==> src/rtl/retry_port_pkg.sv <==
package retry_port_pkg;

    localparam int DEF_CAUSES = 4;

    typedef enum logic [1:0] {
        REQ_IDLE    = 2'd0,
        REQ_TAKEN   = 2'd1,
        REQ_REFUSED = 2'd2
    } req_outcome_e;

    typedef struct packed {
        logic owed;
        logic sched;
        logic strobe;
    } retry_state_t;

    function automatic req_outcome_e classify(input logic valid, input logic open_gate);
        if (!valid)
            return REQ_IDLE;
        else if (open_gate)
            return REQ_TAKEN;
        else
            return REQ_REFUSED;
    endfunction

    function automatic logic next_owed(input req_outcome_e outc, input logic fire, input logic owed);
        if (fire)
            return 1'b0;
        case (outc)
            REQ_REFUSED: return 1'b1;
            REQ_TAKEN:   return 1'b0;
            default:     return owed;
        endcase
    endfunction

endpackage

==> src/rtl/rpc_cause_vec.sv <==
module rpc_cause_vec #(
    parameter int NUM_CAUSES = retry_port_pkg::DEF_CAUSES
) (
    input  logic                  clk,
    input  logic                  rst,
    input  logic [NUM_CAUSES-1:0] set_i,
    input  logic [NUM_CAUSES-1:0] clr_i,
    output logic                  blocked_o,
    output logic                  block_next_o,
    output logic                  unblock_o
);
    logic [NUM_CAUSES-1:0] cause_q;
    logic [NUM_CAUSES-1:0] cause_d;

    for (genvar gi = 0; gi < NUM_CAUSES; gi++) begin : g_bit
        always_comb begin
            if (set_i[gi])
                cause_d[gi] = 1'b1;
            else if (clr_i[gi])
                cause_d[gi] = 1'b0;
            else
                cause_d[gi] = cause_q[gi];
        end

        always_ff @(posedge clk) begin
            if (rst)
                cause_q[gi] <= 1'b0;
            else
                cause_q[gi] <= cause_d[gi];
        end
    end

    assign blocked_o    = |cause_q;
    assign block_next_o = |cause_d;
    assign unblock_o    = blocked_o && !block_next_o;
endmodule

==> src/rtl/rpc_accept_gate.sv <==
module rpc_accept_gate
    import retry_port_pkg::*;
(
    input  logic clk,
    input  logic rst,
    input  logic blocked_i,
    input  logic valid_i,
    input  logic fire_i,
    output logic accept_o,
    output logic owed_next_o
);
    logic         owed_q;
    req_outcome_e outc;

    assign accept_o    = !blocked_i && !owed_q;
    assign outc        = classify(valid_i, accept_o);
    assign owed_next_o = next_owed(outc, fire_i, owed_q);

    always_ff @(posedge clk) begin
        if (rst)
            owed_q <= 1'b0;
        else
            owed_q <= owed_next_o;
    end
endmodule

==> src/rtl/rpc_retry_sched.sv <==
module rpc_retry_sched
    import retry_port_pkg::*;
(
    input  logic clk,
    input  logic rst,
    input  logic unblock_i,
    input  logic owed_next_i,
    input  logic block_next_i,
    output logic fire_o,
    output logic retry_o
);
    retry_state_t st_q;
    retry_state_t st_d;

    assign fire_o = st_q.sched && !block_next_i;

    always_comb begin
        st_d        = st_q;
        st_d.owed   = owed_next_i;
        st_d.sched  = unblock_i && owed_next_i;
        st_d.strobe = fire_o;
    end

    always_ff @(posedge clk) begin
        if (rst)
            st_q <= '0;
        else
            st_q <= st_d;
    end

    assign retry_o = st_q.strobe;
endmodule

==> src/rtl/retry_port_ctrl.sv <==
module retry_port_ctrl #(
    parameter int NUM_CAUSES = retry_port_pkg::DEF_CAUSES
) (
    input  logic                  clk,
    input  logic                  rst,
    input  logic                  req_valid_i,
    output logic                  req_accept_o,
    input  logic [NUM_CAUSES-1:0] cause_set_i,
    input  logic [NUM_CAUSES-1:0] cause_clr_i,
    output logic                  blocked_o,
    output logic                  retry_o
);
    logic block_next;
    logic unblock;
    logic fire;
    logic owed_next;

    rpc_cause_vec #(.NUM_CAUSES(NUM_CAUSES)) u_causes (
        .clk          (clk),
        .rst          (rst),
        .set_i        (cause_set_i),
        .clr_i        (cause_clr_i),
        .blocked_o    (blocked_o),
        .block_next_o (block_next),
        .unblock_o    (unblock)
    );

    rpc_accept_gate u_gate (
        .clk         (clk),
        .rst         (rst),
        .blocked_i   (blocked_o),
        .valid_i     (req_valid_i),
        .fire_i      (fire),
        .accept_o    (req_accept_o),
        .owed_next_o (owed_next)
    );

    rpc_retry_sched u_sched (
        .clk          (clk),
        .rst          (rst),
        .unblock_i    (unblock),
        .owed_next_i  (owed_next),
        .block_next_i (block_next),
        .fire_o       (fire),
        .retry_o      (retry_o)
    );
endmodule

==> config.mk <==
export PLATFORM = sky130hd
export DESIGN_NAME = retry_port_ctrl
export DESIGN_NICKNAME = d
export VERILOG_FILES = /design/src/rtl/retry_port_pkg.sv /design/src/rtl/rpc_cause_vec.sv /design/src/rtl/rpc_accept_gate.sv /design/src/rtl/rpc_retry_sched.sv /design/src/rtl/retry_port_ctrl.sv
export SDC_FILE = /design/constraint.sdc
export NUM_CORES = 1
export LEC_CHECK = 0
export BUFFER_PORTS_ARGS = -buffer_cell sky130_fd_sc_hd__buf_2
export CAP_MARGIN = 30
export CORE_AREA = 3 3 40 42
export DETAILED_ROUTE_END_ITERATION = 12
export DIE_AREA = 0 0 43 45
export PLACE_DENSITY = 0.42
export SLEW_MARGIN = 20
export SYNTH_ARGS = -nofsm -noshare
export SYNTH_HDL_FRONTEND = slang
export SYNTH_SLANG_ARGS = --single-unit
==> constraint.sdc <==
create_clock -name clk -period 1.5 [get_ports clk]
set_input_delay 0.15 -clock clk [delete_from_list [all_inputs] [get_ports clk]]
set_output_delay 0.15 -clock clk [all_outputs]
set_load 0.01 [all_outputs]
* Yosys cells after proc, flatten, opt, wreduce, memory -nomap -nowiden
Cells that the tools add are included.
** Cells by class
- Equal/unequal tests :: 2
- Multiplexer cells :: 14
- Reduce and logical (&&, ||, !) cells :: 9
** Operators with widths (count)
- 1-bit 2-to-1 mux :: 11
- 4-bit OR reduction :: 2
- 1-bit logical AND :: 4
- 2-bit 2-to-1 mux :: 2
- 1-bit logical NOT :: 3
- 2-bit by 1-bit == test with 1-bit output (second input constant) :: 1
- 2-bit == test (second input constant) :: 1
- 1-bit case mux with 2 select lines :: 1
** Word-level totals
- Flip-flop bits (word level) :: 7
- Input port bits :: 11
- Output and inout bits :: 3
- Word-level logic and storage cells :: 32

* Logic depth before layout (Yosys ltp)
- Depth after elaboration :: 9
- Gate-level depth with buffers :: 3

* Hierarchy
A second synthesis with hierarchy kept.
** Second synthesis, totals
- Cell total of the unflattened synthesis :: 30
- Area, all modules :: 285.3 µm²
** Modules (own cells, without submodules)
- rpc_cause_vec :: times used 1, cells each 20, area each 171.4 µm², seq. area each 80.1 µm²
- rpc_retry_sched :: times used 1, cells each 5, area each 67.6 µm², seq. area each 40.0 µm²
- rpc_accept_gate :: times used 1, cells each 5, area each 46.3 µm², seq. area each 20.0 µm²

* Worst setup path before layout
OpenSTA, ideal clock, no wires.
- Path kind :: reg-to-reg
- Start :: register u_causes.cause_q[2]
- End :: register u_gate.owed_q
- Library setup time :: 0.120 ns
- Data arrival time :: 1.185 ns
- Data required time :: 1.380 ns
- Path slack :: 0.195 ns
- Stages on the path, launching flop included :: 4
- Buffers on the path :: 0
- Clock period less this slack :: 1.305 ns
- Cells stage by stage :: dfxtp_1 -> or4_1 -> o21a_1 -> o31a_1
** On the way
- Cells in the longest elaborated chain, start to end :: 8
- Elaborated cells on any way between the ends :: 15
- Those cells by class :: eq/ne (2); mux (7); reduce/logical (6)
** RTL lines
- start: declaration :: RTL line rpc_cause_vec.sv:12 : logic [NUM_CAUSES-1:0] cause_q;
- start signal: indexed assignment :: RTL line rpc_cause_vec.sv:29 : cause_q[gi] <= cause_d[gi];
- 4-bit OR reduction (*) :: RTL line rpc_cause_vec.sv:33 : assign blocked_o = |cause_q;
- named net blocked_o :: RTL line retry_port_ctrl.sv:10 : output logic blocked_o,
- 1-bit logical NOT (*) :: RTL line rpc_accept_gate.sv:15 : assign accept_o = !blocked_i && !owed_q;
- 1-bit logical AND (*) :: RTL line rpc_accept_gate.sv:15
- 2-bit 2-to-1 mux (*) :: RTL line retry_port_pkg.sv:20 : else if (open_gate)
- 2-bit 2-to-1 mux (*) :: RTL line retry_port_pkg.sv:18 : if (!valid)
- 2-bit by 1-bit == test with 1-bit output or 2-bit == test (tied branches) :: RTL line retry_port_pkg.sv:29 : case (outc)
- 1-bit case mux with 2 select lines (*) :: RTL line retry_port_pkg.sv:29
- 1-bit 2-to-1 mux (*) :: RTL line retry_port_pkg.sv:29
- end signal: assignment :: RTL line rpc_accept_gate.sv:23 : owed_q <= owed_next_o;
- end: declaration :: RTL line rpc_accept_gate.sv:12 : logic owed_q;
Mark *: on every way through the listed nets, which the timed path passes. The rest lies on a longest branch.
A chain may end at the register's enable or synchronous reset.

* Worst setup path after layout
- Start :: register u_causes.cause_q[1]
- End :: output req_accept_o
** On the way
- Cells in the longest elaborated chain, start to end :: 3
** RTL lines
- 4-bit OR reduction :: RTL line rpc_cause_vec.sv:33
- 1-bit logical NOT :: RTL line rpc_accept_gate.sv:15
- 1-bit logical AND :: RTL line rpc_accept_gate.sv:15
- end: declaration :: RTL line retry_port_ctrl.sv:7 : output logic req_accept_o,
No other way between the ends.

==> metrics.md <==
| Metric | Value |
|---|---|
| Final WS setup | `approximately 0.023 ns` |
| WL per Instance | `9.41 um` |
| Power density cells | `1030 mW/mm^2` |
| Crit Path Max Fanout | `4` |
| Critical Path End Type | `output port` |
| Mapped Nets | `43` |
| Pre-CTS WS | `0.202 ns` |
| Distinct cell type count after synthesis | `17` |
| Slew Limit Fails | `0` |
| Top-level I/O count | `14` |
| Buf/Inv on CP | `1` |
| RSZ-0062 raised after global routing | `true` |
| Synth warnings | `0` |
| DIE WIDTH | `43 um` |
| Max_cap viols | `0` |
| Final nets | `between 60 and 70` |
| Worst Path Arrival | `about 1.3 ns` |
| Layout cell share with drive strength beyond 1 | `0.449` |
| Worst-path cell chain | `or4_4 > nor2_4 > buf_6` |
| Reg clk slew, reported paths | `0.05 ns` |
| CP top delay family | `simple AND/OR/NAND/NOR gates` |
| Drt total wl | `602 um` |
| Drt first pass iters | `1` |
| Critical path class | `reg2out` |
| Period utilization | `0.985` |
| Fillers | `137` |
| Crit path time final | `1.48 ns` |
| Number of H-tree levels | `1` |
| Initial Utilization | `0.227` |
| Worst-Skew Late Latency | `roughly 0.24 ns` |
| Depth of the worst register-to-register path | `3` |
| Die area | `~0.0019 mm^2` |
| CP max-delay cell | `or4_4` |
| P&R area growth vs syn | `44.2%` |
| Fin area | `420 um^2` |
| Routed Antenna Nets | `0` |
| CTS Buf Count | `3` |
| Relative slew slack | `0.853` |
| Vias in the first global route | `roughly 270` |
| Placed cell area | `about 380 um^2` |
| Peak supply drop | `0.342 mV` |
| Share of the yosys chip area belonging to registers | `0.481` |
| Post-Synthesis Cells | `32` |
| #FFs+latches synth | `7` |
| CTS tree | `yes` |
| Ant diodes | `0` |
| Clock skew | `0.000379 ns` |
| Core area | `0.00128 mm^2` |
| First-pass GRT wire length | `1070 um` |
| Clock root buffer | `clkbuf_4` |
| Site Rows | `13` |
| Mean Syn Cell Area | `9.11 um^2` |
| GRT Overall Usage | `0.0817` |
| Port Buf Inserts | `13` |
| Hold-critical path depth | `3` |
| Pleak | `~0.18 nW` |
| Hold WC Path Type | `in2reg` |
| Startpoint Class | `register` |
| Total gr overflow | `0` |
| Final hold vios | `0` |
| Critical Path Max Stage Delay | `about 0.57 ns` |
| CTS Buffer Depth | `2` |
| Vias | `around 280` |
| Largest net degree at the start of global routing | `7` |
| Die Ht | `about 45 um` |
| Setup-failing EPs final | `0` |
| Worst Tran Pin Value | `0.218 ns` |
| CP required | `1.35 ns` |
| Post-CTS Setup Inserts | `0` |
| Final GP Congestion | `0.659` |
| Status | `completed` |
| DRC | `0` |
| Peak Freq | `0.677 GHz` |
| Final core occ | `0.327` |
| CTS Sinks | `7` |
| Vias/cell | `4.36` |
| Initial DRC Count | `0` |
| WP depth | `3` |
| Setup TNS | `0 ns` |
| Synthesized cell area | `292 um^2` |
| Initial antenna violation count | `0` |
==> tightest hold or removal path: cells and delay by family <==
kind | cells | cell delay [ns]
buffers and inverters | 1 | 0.09
AND/OR/NAND/NOR | 2 | 0.10
==> flip-flops by register name, summed over array words and instances (netlist names) <==
register and cells:
u_causes.cause_q 4, u_gate.owed_q 1, u_sched.retry_o 1, u_sched.st_q 1
==> stage by stage <==
stage               instances  hold WS (ns)  power [mW]
floorplan                  32         0.219       0.237
global placement           60         0.379       0.262
detailed placement         60         0.386       0.263
CTS                        64         0.125       0.435
global route               64         0.135       0.465
finish                     64         0.135       0.431
==> repair_timing <==
item	CTS	global route
hold endpoints to repair	0	0
pin swaps	0	1
hold buffers	0	0
endpoints found under the setup margin	1	1
resized for setup	1	4
==> power breakdown <==
group | leakage (nW) | internal (mW) | switching (mW)
logic | 0.111 | 0.0370 | 0.0282
registers | 0.0581 | 0.197 | 0.00670
clock network | 0.0150 | 0.101 | 0.0619
==> cell families (layout without fill, tap and decap cells) <==
kind of cell,after synthesis,after routing,synth area share
AO/OA/AOI/OAI,4,4,0.107
buffers and inverters,3,20,0.0386
flip-flops,7,7,0.481
AND/OR/NAND/NOR,18,18,0.373
==> synthesized netlist by cell type (all sizes together) <==
master  number  area, um^2
nand3        1        5.00
o21a         1        7.51
nor3         1        5.00
o21ba        1        10.0
nand4        2        12.5
and2         1        6.26
o31a         1        8.76
nand2b       2        12.5
dfxtp        7         140
nor2         6        22.5
nor4         1        6.26
a21oi        1        5.00
or4          2        18.8
inv          3        11.3
nor2b        2        20.0
==> layer usage <==
metal / up-vias / wire [um] / global-route usage / part of all wire
met3: 0 / 58 / 0.0637 / 0.096
met5: - / 0 / 0 / 0
met4: 0 / 0 / 0.0542 / 0
met1: 124 / 260 / 0.0751 / 0.43
met2: 11 / 283 / 0.126 / 0.47
li1: 144 / - / - / -
==> worst paths after layout <==
path | from | end | slack, ns
worst max register to register | u_causes.cause_q[1] | u_gate.owed_q | 0.19
worst max-delay path | u_causes.cause_q[1] | req_accept_o | 0.02
worst min-delay path | cause_set_i[2] | u_causes.cause_q[2] | 0.13
worst min register to register | u_sched.st_q[1] | u_sched.retry_o | 0.47
==> placed cells by master, fill, tap and decap left out <==
| cell | count |
|---|---|
| or4_4 | 2 |
| nor2b_4 | 1 |
| nor3_1 | 1 |
| nor2_1 | 5 |
| clkbuf_4 | 3 |
| nand2b_1 | 2 |
| buf_6 | 1 |
| dfxtp_2 | 1 |
| o31a_1 | 1 |
| inv_1 | 3 |
| and2_1 | 1 |
| buf_2 | 12 |
| o21ba_2 | 1 |
| nand4_1 | 2 |
| dfxtp_1 | 6 |
| o21a_1 | 1 |
| a21oi_1 | 1 |
| nor2_4 | 1 |
| nor4_1 | 1 |
| nor2b_1 | 1 |
| clkbuf_1 | 1 |
| nand3_1 | 1 |
==> area by class of cell <==
cell class | count | area (um^2) | share of cell area
Multi-Input combinational cell | 22 | 151 | 0.360
Timing Repair Buffer | 13 | 71.3 | 0.170
Tap cell | 15 | 18.8 | 0.0446
Sequential cell | 7 | 141 | 0.336
Inverter | 3 | 11.3 | 0.0268
Clock buffer | 4 | 26.3 | 0.0625
Note: power is estimated with default switching activity, not from simulation.
